**config.mk**
```make
export PLATFORM = sky130hd
export DESIGN_NAME = pwr_rail_seq
export DESIGN_NICKNAME = d
export VERILOG_FILES = /design/src/rtl/pwrseq_pkg.sv /design/src/rtl/pwrseq_sync.sv /design/src/rtl/pwrseq_timer.sv /design/src/rtl/pwrseq_ctrl.sv /design/src/rtl/pwr_rail_seq.sv
export SDC_FILE = /design/constraint.sdc
export NUM_CORES = 1
export LEC_CHECK = 0
export CORE_MARGIN = 2
export CORE_UTILIZATION = 50
export DETAILED_ROUTE_END_ITERATION = 7
export PLACE_DENSITY = 0.71
export REMOVE_ABC_BUFFERS = 1
export SLEW_MARGIN = 20
export SYNTH_ARGS = -nofsm -noshare
export SYNTH_HDL_FRONTEND = slang
export SYNTH_HIERARCHICAL = 1
export SYNTH_SLANG_ARGS = --single-unit
```
**constraint.sdc**
```tcl
create_clock -name clk -period 4.26 [get_ports clk]
set_clock_uncertainty 0.05 [all_clocks]
set_input_delay 0.639 -clock clk [delete_from_list [all_inputs] [get_ports clk]]
set_output_delay 0.639 -clock clk [all_outputs]
set_load 0.01 [all_outputs]
```
**src/rtl/pwrseq_pkg.sv**
```systemverilog
package pwrseq_pkg;

    typedef enum logic [2:0] {
        PST_DEFAULT = 3'd0,
        PST_DSW     = 3'd1,
        PST_SUSP    = 3'd2
    } pst_e;

    typedef enum logic [2:0] {
        PH_RTC,
        PH_IDLE,
        PH_UP_PRIM,
        PH_UP_V5,
        PH_UP_DSW,
        PH_DN_V5,
        PH_DN_PRIM
    } phase_e;

    typedef struct packed {
        logic sys_pwr_ok;
        logic ctrl_pwr_ok;
        logic handoff_en;
        logic rsm_rst_n;
        logic dsw_pwr_ok;
        logic susp_ack_n;
        logic v5_en;
        logic prim_en;
    } rail_t;

    // Step durations in nanoseconds
    localparam longint unsigned T_RTC_NS   = 64'd9_000_000;
    localparam longint unsigned T_PRIM_NS  = 64'd200_000;
    localparam longint unsigned T_V5_NS    = 64'd10_000_000;
    localparam longint unsigned T_DSW_NS   = 64'd95_000_000;
    localparam longint unsigned T_DROP_NS  = 64'd400;

    // Cycles for a duration: ceiling of time times frequency, at least one
    function automatic longint unsigned delay_cycles(input longint unsigned t_ns,
                                                     input longint unsigned clk_hz);
        longint unsigned c;
        c = (t_ns * clk_hz + 64'd999_999_999) / 64'd1_000_000_000;
        return (c == 64'd0) ? 64'd1 : c;
    endfunction

    function automatic longint unsigned max2(input longint unsigned a,
                                             input longint unsigned b);
        return (a > b) ? a : b;
    endfunction

endpackage

```
**src/rtl/pwrseq_sync.sv**
```systemverilog
module pwrseq_sync #(
    parameter int          W       = 3,
    parameter int          STAGES  = 2,
    parameter logic [W-1:0] RST_VAL = '0
) (
    input  logic         clk,
    input  logic         rst,
    input  logic [W-1:0] d,
    output logic [W-1:0] q
);
    logic [W-1:0] stage_q [STAGES];

    always_ff @(posedge clk) begin
        if (rst) begin
            for (int i = 0; i < STAGES; i++) stage_q[i] <= RST_VAL;
        end else begin
            stage_q[0] <= d;
            for (int i = 1; i < STAGES; i++) stage_q[i] <= stage_q[i-1];
        end
    end

    assign q = stage_q[STAGES-1];
endmodule

```
**src/rtl/pwrseq_timer.sv**
```systemverilog
module pwrseq_timer #(
    parameter int              CNT_W   = 8,
    parameter logic [CNT_W-1:0] RST_VAL = '0
) (
    input  logic             clk,
    input  logic             rst,
    input  logic             load,
    input  logic [CNT_W-1:0] load_val,
    output logic             zero
);
    logic [CNT_W-1:0] cnt_q;

    always_ff @(posedge clk) begin
        if (rst)               cnt_q <= RST_VAL;
        else if (load)         cnt_q <= load_val;
        else if (cnt_q != '0)  cnt_q <= cnt_q - 1'b1;
    end

    assign zero = (cnt_q == '0);

    // an expired counter stays at zero until it is reloaded
    assert_timer_hold_R2: assert property (@(posedge clk) disable iff (rst)
        (zero && !load) |=> zero);
endmodule

```
**src/rtl/pwrseq_ctrl.sv**
```systemverilog
module pwrseq_ctrl
    import pwrseq_pkg::*;
#(
    parameter int               CNT_W    = 8,
    parameter logic [CNT_W-1:0] LD_PRIM  = '0,
    parameter logic [CNT_W-1:0] LD_V5    = '0,
    parameter logic [CNT_W-1:0] LD_DSW   = '0,
    parameter logic [CNT_W-1:0] LD_DROP  = '0
) (
    input  logic             clk,
    input  logic             rst,
    input  logic             need_prim,
    input  logic             good_s,
    input  logic             tmr_zero,
    output logic             tmr_load,
    output logic [CNT_W-1:0] tmr_val,
    output rail_t            rails,
    output logic             busy,
    output logic [2:0]       state
);
    phase_e ph_q;
    pst_e   pst_q;
    rail_t  r_q;
    logic   start_up, start_dn, up_ok;

    assign start_up = (ph_q == PH_IDLE) && (pst_q == PST_DSW)  &&  need_prim;
    assign start_dn = (ph_q == PH_IDLE) && (pst_q == PST_SUSP) && !need_prim;
    assign up_ok    = (ph_q == PH_IDLE) && (pst_q == PST_SUSP) && good_s;

    // Counter reload on every step transition
    always_comb begin
        tmr_load = 1'b0;
        tmr_val  = '0;
        unique case (ph_q)
            PH_RTC:     if (tmr_zero) begin tmr_load = 1'b1; tmr_val = LD_PRIM; end
            PH_UP_PRIM: if (tmr_zero) begin tmr_load = 1'b1; tmr_val = LD_V5;   end
            PH_UP_V5:   if (tmr_zero) begin tmr_load = 1'b1; tmr_val = LD_DSW;  end
            PH_IDLE: begin
                if (start_up)      begin tmr_load = 1'b1; tmr_val = LD_PRIM; end
                else if (start_dn) begin tmr_load = 1'b1; tmr_val = LD_DROP; end
            end
            PH_DN_V5:   if (tmr_zero) begin tmr_load = 1'b1; tmr_val = LD_DROP; end
            default: ;
        endcase
    end

    always_ff @(posedge clk) begin
        if (rst) begin
            ph_q  <= PH_RTC;
            pst_q <= PST_DEFAULT;
            r_q   <= '0;
        end else begin
            r_q.ctrl_pwr_ok <= up_ok;
            r_q.sys_pwr_ok  <= up_ok && r_q.ctrl_pwr_ok;
            unique case (ph_q)
                PH_RTC: if (tmr_zero) begin
                    pst_q      <= PST_DSW;
                    r_q.prim_en <= 1'b1;
                    ph_q       <= PH_UP_PRIM;
                end
                PH_UP_PRIM: if (tmr_zero) begin
                    r_q.v5_en      <= 1'b1;
                    r_q.susp_ack_n <= 1'b1;
                    ph_q           <= PH_UP_V5;
                end
                PH_UP_V5: if (tmr_zero) begin
                    r_q.dsw_pwr_ok <= 1'b1;
                    r_q.rsm_rst_n  <= 1'b1;
                    ph_q           <= PH_UP_DSW;
                end
                PH_UP_DSW: if (tmr_zero) begin
                    r_q.handoff_en <= 1'b1;
                    pst_q          <= PST_SUSP;
                    ph_q           <= PH_IDLE;
                end
                PH_IDLE: begin
                    if (start_up) begin
                        r_q.prim_en <= 1'b1;
                        ph_q        <= PH_UP_PRIM;
                    end else if (start_dn) begin
                        r_q.sys_pwr_ok  <= 1'b0;
                        r_q.ctrl_pwr_ok <= 1'b0;
                        r_q.handoff_en  <= 1'b0;
                        r_q.rsm_rst_n   <= 1'b0;
                        r_q.v5_en       <= 1'b0;
                        ph_q            <= PH_DN_V5;
                    end
                end
                PH_DN_V5: if (tmr_zero) begin
                    r_q.prim_en    <= 1'b0;
                    r_q.dsw_pwr_ok <= 1'b0;
                    ph_q           <= PH_DN_PRIM;
                end
                PH_DN_PRIM: if (tmr_zero) begin
                    pst_q <= PST_DSW;
                    ph_q  <= PH_IDLE;
                end
                default: ph_q <= PH_IDLE;
            endcase
        end
    end

    assign rails = r_q;
    assign busy  = (ph_q != PH_IDLE);
    assign state = pst_q;

    // only the three state codes ever appear
    assert_state_legal_R1: assert property (@(posedge clk) disable iff (rst)
        state <= 3'd2);
    // the 5 V rail is never on without the primary rail
    assert_v5_needs_prim_R3: assert property (@(posedge clk) disable iff (rst)
        rails.v5_en |-> rails.prim_en);
    // handoff only with the deep-sleep well good and resume reset released
    assert_handoff_ready_R3: assert property (@(posedge clk) disable iff (rst)
        rails.handoff_en |-> (rails.dsw_pwr_ok && rails.rsm_rst_n));
    // primary rail drops only after the 5 V rail is already off
    assert_prim_after_v5_R4: assert property (@(posedge clk) disable iff (rst)
        $fell(rails.prim_en) |-> !rails.v5_en);
    // suspend acknowledge is never pulled back low
    assert_ack_sticky_R4: assert property (@(posedge clk) disable iff (rst)
        !$fell(rails.susp_ack_n));
    // idle never happens in the default state
    assert_idle_not_default_R7: assert property (@(posedge clk) disable iff (rst)
        !busy |-> (state != 3'd0));
    // power-ok outputs only while the well is handed off
    assert_pwrok_gate_R8: assert property (@(posedge clk) disable iff (rst)
        rails.ctrl_pwr_ok |-> (rails.handoff_en && !busy));
    assert_sys_after_ctrl_R8: assert property (@(posedge clk) disable iff (rst)
        rails.sys_pwr_ok |-> rails.ctrl_pwr_ok);
endmodule

```
**src/rtl/pwr_rail_seq.sv**
```systemverilog
module pwr_rail_seq
    import pwrseq_pkg::*;
#(
    parameter longint unsigned CLK_HZ = 64'd32_000_000
) (
    input  logic       clk,
    input  logic       rst,
    input  logic       susp_warn_n,
    input  logic       s3_sleep_n,
    input  logic       plat_pwr_good,
    output logic       prim_rail_en,
    output logic       v5_rail_en,
    output logic       susp_ack_n,
    output logic       dsw_pwr_ok,
    output logic       resume_rst_n,
    output logic       sleep_handoff_en,
    output logic       ctrl_pwr_ok,
    output logic       sys_pwr_ok,
    output logic       busy,
    output logic [2:0] pwr_state
);
    localparam longint unsigned D_RTC  = delay_cycles(T_RTC_NS,  CLK_HZ);
    localparam longint unsigned D_PRIM = delay_cycles(T_PRIM_NS, CLK_HZ);
    localparam longint unsigned D_V5   = delay_cycles(T_V5_NS,   CLK_HZ);
    localparam longint unsigned D_DSW  = delay_cycles(T_DSW_NS,  CLK_HZ);
    localparam longint unsigned D_DROP = delay_cycles(T_DROP_NS, CLK_HZ);
    localparam longint unsigned D_MAX  = max2(max2(D_RTC, D_PRIM),
                                              max2(max2(D_V5, D_DSW), D_DROP));
    localparam int CNT_W = $clog2(D_MAX + 1);

    logic [2:0]       req_raw, req_s;
    logic             need_prim, tmr_zero, tmr_load;
    logic [CNT_W-1:0] tmr_val;
    rail_t            rails;

    assign req_raw = {plat_pwr_good, s3_sleep_n, susp_warn_n};

    pwrseq_sync #(.W(3), .STAGES(2), .RST_VAL(3'b011)) u_sync (
        .clk (clk),
        .rst (rst),
        .d   (req_raw),
        .q   (req_s)
    );

    assign need_prim = !req_s[0] || !req_s[1];

    pwrseq_timer #(.CNT_W(CNT_W), .RST_VAL(CNT_W'(D_RTC - 1))) u_timer (
        .clk      (clk),
        .rst      (rst),
        .load     (tmr_load),
        .load_val (tmr_val),
        .zero     (tmr_zero)
    );

    pwrseq_ctrl #(
        .CNT_W   (CNT_W),
        .LD_PRIM (CNT_W'(D_PRIM - 1)),
        .LD_V5   (CNT_W'(D_V5 - 1)),
        .LD_DSW  (CNT_W'(D_DSW - 1)),
        .LD_DROP (CNT_W'(D_DROP - 1))
    ) u_ctrl (
        .clk       (clk),
        .rst       (rst),
        .need_prim (need_prim),
        .good_s    (req_s[2]),
        .tmr_zero  (tmr_zero),
        .tmr_load  (tmr_load),
        .tmr_val   (tmr_val),
        .rails     (rails),
        .busy      (busy),
        .state     (pwr_state)
    );

    assign prim_rail_en     = rails.prim_en;
    assign v5_rail_en       = rails.v5_en;
    assign susp_ack_n       = rails.susp_ack_n;
    assign dsw_pwr_ok       = rails.dsw_pwr_ok;
    assign resume_rst_n     = rails.rsm_rst_n;
    assign sleep_handoff_en = rails.handoff_en;
    assign ctrl_pwr_ok      = rails.ctrl_pwr_ok;
    assign sys_pwr_ok       = rails.sys_pwr_ok;
endmodule

```
After elaboration in Yosys (flattened, before gate mapping)
Memories as Yosys holds them, arrays and structs flattened.
Index checks and enable logic that the tools add are counted.

storage, ports and cells
  flip-flop bits (word level) = 36
  bits in latches = 0
  bits in writable memories = 6
  memory bits (read-only) = 0
  input bits = 5
  logic and storage cells = 108
  memories kept = 1

operators by class
  add/sub/neg operators = 1
  multiply operators = 0
  divide/modulo/power cells = 0
  magnitude comparators = 0
  equality and inequality tests = 20
  shifts and indexed selects = 0
  mux-type cells = 42
  bitwise logic cells = 2
  reduce and logical (&&, ||, !) cells = 31

memories
  name            depth  width  read ports  clocked after memory_dff  wr ports  line               RTL
  u_sync.stage_q  2      3      2           0                         2         pwrseq_sync.sv:11  logic [W-1:0] stage_q [STAGES];

operator list
  cell                                                                     count
  22-bit one-hot mux with 5 select lines                                   1
  22-bit two-way mux                                                       4
  3-bit two-way mux                                                        9
  22-bit zero test                                                         1
  22-bit nonzero test                                                      1
  22-bit by 1-bit subtractor with 22-bit output, second input constant     1
  19-bit two-way mux                                                       1
  3-bit one-hot mux with 6 select lines                                    1
  4-bit two-way mux                                                        4
  4-bit AND reduction                                                      4
  13-bit two-way mux                                                       1
  1-bit two-way mux                                                        12
  2-bit inequality test, second input constant                             6
  2-bit nonzero test                                                       6
  1-bit one-hot mux with 2 select lines                                    5
  3-bit by 2-bit == test with 1-bit output, second input constant          3
  3-bit == test, second input constant                                     3
  2-bit by 1-bit inequality test with 1-bit output, second input constant  4
  3-bit by 1-bit == test with 1-bit output, second input constant          2
  1-bit logical AND                                                        6
  3-bit by 1-bit inequality test with 1-bit output, second input constant  2
  3-bit one-hot mux with 2 select lines                                    1
  3-bit AND reduction                                                      2
  6-bit AND reduction                                                      1
  other kinds (10)                                                         15

Depth between registers and ports, before layout
Gate-level depths: netlist of run 1.
An unclocked memory read counts as a cell.

  depth after elaboration = 9
  mapped depth = 15
  depth with buffers taken out = 12

By module
Netlist of run 1, hierarchy kept.

modules (own cells, without submodules)
  module        times used  cells an instance  area each (sq um)  sequential area each (sq um)
  pwrseq_timer  1           150                1,207.4            440.4
  pwrseq_ctrl   1           103                818.3              260.2
  pwrseq_sync   1           15                 180.2              120.1
  pwr_rail_seq  1           1                  3.8                0.0

Least setup slack after synthesis of run 1
No wires, ideal clock.

  kind = flip-flop to flip-flop
  from = register u_timer.cnt_q[0]
  to = register u_timer.cnt_q[9]
  arrival time = 3,033 ps
  setup slack = 1,062 ps
  cell stages (with the launch flop) = 15
  path buffers = 3
  cell sequence = dfxtp_1 -> inv_1 -> ha_1 -> or4b_1 -> clkbuf_1 -> nor4_1 -> nand2_1 -> inv_1 -> buf_2 -> o22ai_1 -> a22oi_1 -> clkbuf_1 -> o21ai_0 -> or4_1 -> and3_1

on the way
  word-level cells in the longest chain between the ends = 4
  elaborated cells on any way between the ends = 10

RTL lines
  what                                                      line                RTL
  from (decl)                                               pwrseq_timer.sv:11  logic [CNT_W-1:0] cnt_q;
  from (signal assigned)                                    pwrseq_timer.sv:15  else if (load) cnt_q <= load_val;
  from (signal assigned)                                    pwrseq_timer.sv:16  else if (cnt_q != '0) cnt_q <= cnt_q - 1'b1;
  22-bit zero test (*)                                      pwrseq_timer.sv:19  assign zero = (cnt_q == '0);
  via tmr_zero                                              pwr_rail_seq.sv:32  logic need_prim, tmr_zero, tmr_load;
  1-bit two-way mux (*)                                     -
  1-bit one-hot mux with 2 select lines (*)                 pwrseq_ctrl.sv:34   unique case (ph_q)
  via tmr_load                                              pwr_rail_seq.sv:32
  22-bit two-way mux or 2-bit nonzero test (tied branches)  -

The timed path passes the listed nets; every way through them passes the cells marked *. The select of a mux whose other input is x is not followed.
A chain may end at the register's enable or synchronous reset.

Worst setup path after layout of run 1
  from = register u_timer.cnt_q[0]
  to = register u_timer.cnt_q[17]

Same word-level chain as after synthesis.

==> results of run 1 <==
[path summary, 6_finish.rpt]
check	startpoint	endpoint	slack [ns]	cells past startpoint
setup / recovery	u_timer/cnt_q[0]$_SDFFE_PP1P_	u_timer/cnt_q[17]$_SDFFE_PP0P_	0.67	13
hold / removal	u_sync/stage_q[0][0]$_SDFF_PP1_	u_sync/stage_q[0][3]$_SDFF_PP1_	0.36	1
setup reg to reg	u_timer/cnt_q[0]$_SDFFE_PP1P_	u_timer/cnt_q[17]$_SDFFE_PP0P_	0.67	13
hold reg to reg	u_sync/stage_q[0][0]$_SDFF_PP1_	u_sync/stage_q[0][3]$_SDFF_PP1_	0.36	1
[cells by family after synthesis]
group                      count (synthesis)
DFF                                       41
buffers and inverters                     44
and+or+nand+nor                          106
adders and majority gates                  1
muxes                                      1
AOI/OAI and AO/OA                         59
xor gates and xnor gates                  16
other                                      1
[final cells by class]
type | instances | area (um2) | share of cell area, %
multi-input cells | 187 | 1140 | 48.4
flip-flops and latches | 41 | 821 | 34.8
repair buffers | 18 | 173 | 7.32
clock buffers | 6 | 82.6 | 3.50
well taps | 52 | 65.1 | 2.76
clock inverters | 2 | 37.5 | 1.59
inverters | 10 | 37.5 | 1.59
[where the power goes]
part / internal (W) / switching [W]
clock network: 0.000190 / 0.000139
logic: 0.0000132 / 0.0000151
registers: 0.000389 / 0.00000362
[synth_stat cells, drive strengths merged, types with 2 or more instances]
cell / instances
and2: 3
nor3: 13
buf: 27
a31oi: 2
clkbuf: 7
a21oi: 23
xnor2: 13
a211o: 2
nor4: 8
nor2b: 5
o31ai: 6
or2: 4
nand2: 23
or3: 6
nor2: 23
inv: 10
or4: 5
nand2b: 4
o22ai: 2
dfxtp: 41
xor2: 3
nor3b: 4
a211oi: 2
a22oi: 2
o21ai: 13
and3: 2
[critical path, stage by stage, from the launching register on]
cell     delay [ns]
dfxtp_1        0.34
inv_1          0.07
ha_1           0.19
or4b_1         0.57
nor4_1         0.34
nand2_1        0.23
inv_1          0.27
o22ai_1        0.15
a22oi_1        0.37
buf_4          0.24
inv_1          0.09
nor2_1         0.40
nand2_1        0.13
o21ai_1        0.09
[per-layer routing]
metal | vias up | GRT usage, % | part of all wire, %
met4 | 0 | 8.76 | 2.3
met2 | 27 | 26.8 | 44
met1 | 797 | 26.4 | 50
met3 | 8 | 5.19 | 3.1
li1 | 909 | - | -
met5 | - | 0 | 0
[flip-flops by register name, indices dropped and copies added (netlist names)]
name	flops
u_sync/stage_q	6
u_ctrl/rails	8
u_ctrl/ph_q	3
u_timer/cnt_q	22
u_ctrl/state	2
[through the flow]
step,hold slack (ns),instances
after floorplan,0.333,238
after global placement,0.335,308
after detailed placement,0.341,308
after CTS,0.360,316
after global routing,0.381,316
final,0.357,316
[cells in the final DEF (no fill, tap or decap), drive strengths merged, types with 2 or more instances in the layout]
cell type / count
dfxtp: 41
nand2: 23
nor2: 23
a21oi: 23
clkdlybuf4s50: 15
nor3: 13
xnor2: 13
o21ai: 13
inv: 10
nor4: 8
clkbuf: 6
or3: 6
o31ai: 6
nor2b: 5
or4: 5
nand2b: 4
conb: 4
or2: 4
nor3b: 4
buf: 3
and2: 3
xor2: 3
o22ai: 2
a22oi: 2
and3: 2
a31oi: 2
a211oi: 2
a211o: 2
==> summary.txt, run 1 <==
Logic synthesis
  – Post-synthesis cell type count: 53
  – Largest family of logic cells by synthesized area: simple AND/OR/NAND/NOR gates
  – Cell taking the most area after synthesis: dfxtp_1
  – Post-synth EDFFs: 0
  – Synth top area share: 37.1%
  – XOR/XNOR Fraction of Synth Area: 6.68%
  – Synth top area cells: dfxtp_1, buf_4, a21oi_1
  – Synthesized instance count: 269
  – Seq cells post-synth: 41
  – Yosys warnings: 6
  – Synth Area in Compound Gates: 16.4%
  – Post-synth ARST share: 0%
  – Most used DFF post-synth: dfxtp_1
  – Register area share after synthesis: 37.1%
  – Multiplexer share of the synthesized area: 0.510%
  – Post-Syn Area: 2210 um2
  – Synth Area in Simple Gates: 26.8%
  – Post-Synth Adder-Cell Area: 0.566%
  – Syn Area/Cell: 8.21 um2

Power
  – P_leak: 0.809 nW
  – Power per cell area: 318 nW/um2
  – Max IR drop VDD: 180 uV
  – Overall power: 0.000751 W

Clocking
  – Post-CTS Hold Buffers: 0
  – H-Tree Depth: 2
  – CTS tree: built
  – Clock sink count: 41
  – Cts bufs inserted: 5
  – Clk_lat worst skew: 0.30 ns
  – Clock transition at path regs: 0.08 ns
  – Clk root buf: clkbuf_8
  – CTS resizes: 0
  – Setup Fix Bufs, Post-CTS: 0
  – Max Buffers Root-to-Sink: 2

Final layout
  – Fillcell total: 407
  – # nets final: 269
  – Layout area overhead: 6.74%
  – Design area: 2360 um2
  – Layout cell share with drive strength beyond 1: 8.33%
  – ANT cells: 0
  – Core Util, Final: 54.9%

Detailed routing
  – Antenna Nets Post-Route: 0
  – DRT Pass-1 Iters: 4
  – Drt total wl: 4.31 mm
  – Vias per cell: 5.51
  – DR WL/cell: 13.6 um
  – DR DRC count: 0
  – Via count: 1741
  – Starting DRT DRC Count: 164

STA
  – Number of setup violations in the final report: 0
  – Fin. max-slew vios: 0
  – Fin crit share: 84.3%
  – Setup Total Neg Slack: 0 ns
  – Slew headroom: 50.6%
  – RSZ-0062 raised after global routing: no
  – Fmax: 279 MHz
  – Setup ws final: 0.670 ns
  – Worst-margin pin slew: 0.739 ns
  – Final hold viol count: 0
  – Fin crit period: 3.59 ns

Floorplan
  – I/O pins: 17
  – Vert. Die Dim: 70.5 um
  – Die area: 4970 um2
  – Die width: 70.5 um
  – Starting density of the core: 51.5%
  – Core Footprint: 4290 um2
  – Row count: 24

Placed design
  – DP Area: 2240 um2
  – PortBufs: 15
  – Dpl ws: 0.766 ns
  – Detail Placement HPWL: 3.09 mm
  – Routability Congestion: 0.836

Flow run
  – Max_cap viols: 0

Setup path
  – Worst Setup End Kind: flop
  – Critical Path Fanout Max: 10
  – Crit start category: flop
  – Worst Path Required: 4.45 ns
  – Kind of critical path: reg2reg
  – Arrival @ worst endpoint: 3.78 ns

Hold path
  – Worst hold path type: reg2reg

Global route
  – Largest net degree at the start of global routing: 22
  – Grt ovf: 0
  – First-pass GRT wire length: 7.42 mm
  – Antenna violations before repair: 0
  – Vias in the first global route: 1556
  – Tot GR Track Use: 18.9%

Status
  – Status: complete, no violations
Note: power is estimated with default switching activity, not from simulation.
==> run 2, diff against run 1 <==
- PLACE_DENSITY: 0.71 -> 0.74
- clock period: 4.26 -> 2.9 ns (I/O delays scaled with it)
==> run 2 against run 1 <==
Final area up 5.9%. Sequential power is 47% higher. Clock-buffer cell count down 1. Clock power up 34%. Largest cell class unchanged. Routed wire length grew 5.5%. Die area unchanged. Combinational power rose by 67%. Setup slack worse by 0.53 ns. Critical path depth fell by 2. Sequential cell count is the same. Critical path type unchanged. Non-clock buffer count up 15. Global-route usage grew 0.58 points.
==> summary.txt, run 2 (synthesis gave the netlist of run 1 again) <==
Clocking
  – Clock sink count: 41
  – CTS tree: built
  – H-Tree Depth: 2
  – Max Buffers Root-to-Sink: 2
  – Clock transition at path regs: 0.07 ns
  – Clk_lat worst skew: 0.30 ns
  – Cts bufs inserted: 5
  – Post-CTS Hold Buffers: 0
  – Clk root buf: clkbuf_8

Global route
  – Vias in the first global route: 1639
  – Antenna violations before repair: 0
  – Largest net degree at the start of global routing: 20
  – Tot GR Track Use: 19.5%
  – Grt ovf: 0
  – First-pass GRT wire length: 7.69 mm

Final layout
  – Seq. cell area: 821 um2
  – Layout cell share with drive strength beyond 1: 15.1%
  – Most flops, register: u_timer/cnt_q
  – Layout area overhead: 13.0%
  – # nets final: 284
  – Core Util, Final: 58.2%
  – Area occupied by multi-input gates: 1180 um2
  – ANT cells: 0
  – Max reg flops: 22
  – Most common cell after layout, fill and taps aside: dfxtp_1
  – Fillcell total: 383
  – Most frequent cells in the layout: dfxtp_1, nand2_1, nor2_1, a21oi_1, buf_4

Floorplan
  – Die area: 4970 um2
  – I/O pins: 17
  – Vert. Die Dim: 70.5 um
  – Core Footprint: 4290 um2
  – Starting density of the core: 51.5%
  – Row count: 24
  – Die width: 70.5 um

Flow run
  – Max_cap viols: 0

Detailed routing
  – DR DRC count: 0
  – DR WL/cell: 13.8 um
  – DRT Pass-1 Iters: 5
  – Antenna Nets Post-Route: 0
  – Starting DRT DRC Count: 165
  – Via count: 1846
  – Vias per cell: 5.59
  – Drt total wl: 4.55 mm

Setup path
  – Critical Path Fanout Max: 3
  – R2r endpoint: u_timer/cnt_q[9]$_SDFFE_PP0P_
  – Arrival @ worst endpoint: 2.90 ns
  – Crit start category: flop
  – Worst Setup End Kind: flop
  – Worst Reg-to-Reg Cells: 11
  – Reg2Reg Setup Slack: 0.14 ns
  – Kind of critical path: reg2reg
  – R2r startpoint: u_timer/cnt_q[1]$_SDFFE_PP1P_
  – Worst Path Required: 3.03 ns

Hold path
  – Hold-critical path depth: 1
  – Min-delay src: u_sync/stage_q[0][1]$_SDFF_PP1_
  – WHS Endpoint: u_sync/stage_q[0][4]$_SDFF_PP1_
  – Worst hold path type: reg2reg

Placed design
  – PortBufs: 15
  – Routability Congestion: 0.858
  – Detail Placement HPWL: 3.27 mm

Status
  – Status: complete, no violations

STA
  – Fin. max-slew vios: 0
  – Final hold viol count: 0
  – Fin crit period: 2.76 ns
  – Hold slack: 0.359 ns
  – Setup Total Neg Slack: 0 ns
  – Number of setup violations in the final report: 0
  – Fin crit share: 95.3%
  – Slew headroom: 64.7%
  – Worst-margin pin slew: 0.525 ns
  – Fmax: 362 MHz

Power
  – Power per cell area: 426 nW/um2
  – P_leak: 0.878 nW
  – Max IR drop VDD: 207 uV
[run 2: routing by layer]
layer  wire length, um  vias up  track usage, %
met1              2180      840            26.8
met4                53        0            7.48
met5                 0        -               0
met2              2050       62            28.8
li1                  -      939               -
met3               261        5            5.63
[run 2: where the power goes]
part,total (W),switching (W),internal (W)
Clock,0.000441,0.000191,0.000250
Sequential,0.000576,0.00000490,0.000571
Combinational,0.0000473,0.0000249,0.0000224
Total,0.00106,0.000220,0.000844
[run 2: repair_timing]
action / in CTS / in global routing
gates resized for setup: 0 / 10
buffers inserted: 0 / 1
endpoints found under the setup margin: 0 / 15
[run 2: metrics by stage]
step	total power [W]	instances	instance area, um2	setup slack, ns
after CTS	0.00108	329	2450	0.00986
after global placement	0.000634	322	2340	0.113
after global routing	0.00111	330	2500	-0.0161
after floorplan	0.000611	238	2000	-0.976
after detailed placement	0.000634	322	2340	0.0413
final	0.00106	330	2500	0.137
[run 2: critical path, cell delays in order, from the launching register on]
cell	delay [ns]
dfxtp_1	0.33
inv_1	0.10
ha_4	0.15
or4b_4	0.48
nor4_4	0.24
nand2_1	0.13
inv_2	0.09
o22ai_1	0.12
a22oi_2	0.25
o21ai_1	0.10
or4_1	0.46
and3_1	0.18
[run 2: worst max path at each step]
| stage | cells after the start | start | end |
|---|---|---|---|
| 6_report | 11 | u_timer/cnt_q[1]$_SDFFE_PP1P_ | u_timer/cnt_q[9]$_SDFFE_PP0P_ |
| 5_1_grt | 11 | u_timer/cnt_q[1]$_SDFFE_PP1P_ | u_timer/cnt_q[9]$_SDFFE_PP0P_ |
| 3_3_place_gp | 11 | u_timer/cnt_q[1]$_SDFFE_PP1P_ | u_timer/cnt_q[9]$_SDFFE_PP0P_ |
| 4_1_cts | 11 | u_timer/cnt_q[1]$_SDFFE_PP1P_ | u_timer/cnt_q[9]$_SDFFE_PP0P_ |
| 2_1_floorplan | 11 | u_timer/cnt_q[0]$_SDFFE_PP1P_ | u_timer/cnt_q[9]$_SDFFE_PP0P_ |
| 3_5_place_dp | 11 | u_timer/cnt_q[1]$_SDFFE_PP1P_ | u_timer/cnt_q[9]$_SDFFE_PP0P_ |
[run 2: final cells by class]
cell class                      instances  share of cell area [%]
Clock buffer                            5                    2.76
Inverter                               10                    1.50
Sequential cell                        41                    32.9
Timing Repair Buffer                   33                    11.6
Clock inverter                          2                    1.40
Multi-Input combinational cell        187                    47.3
Tap cell                               52                    2.61
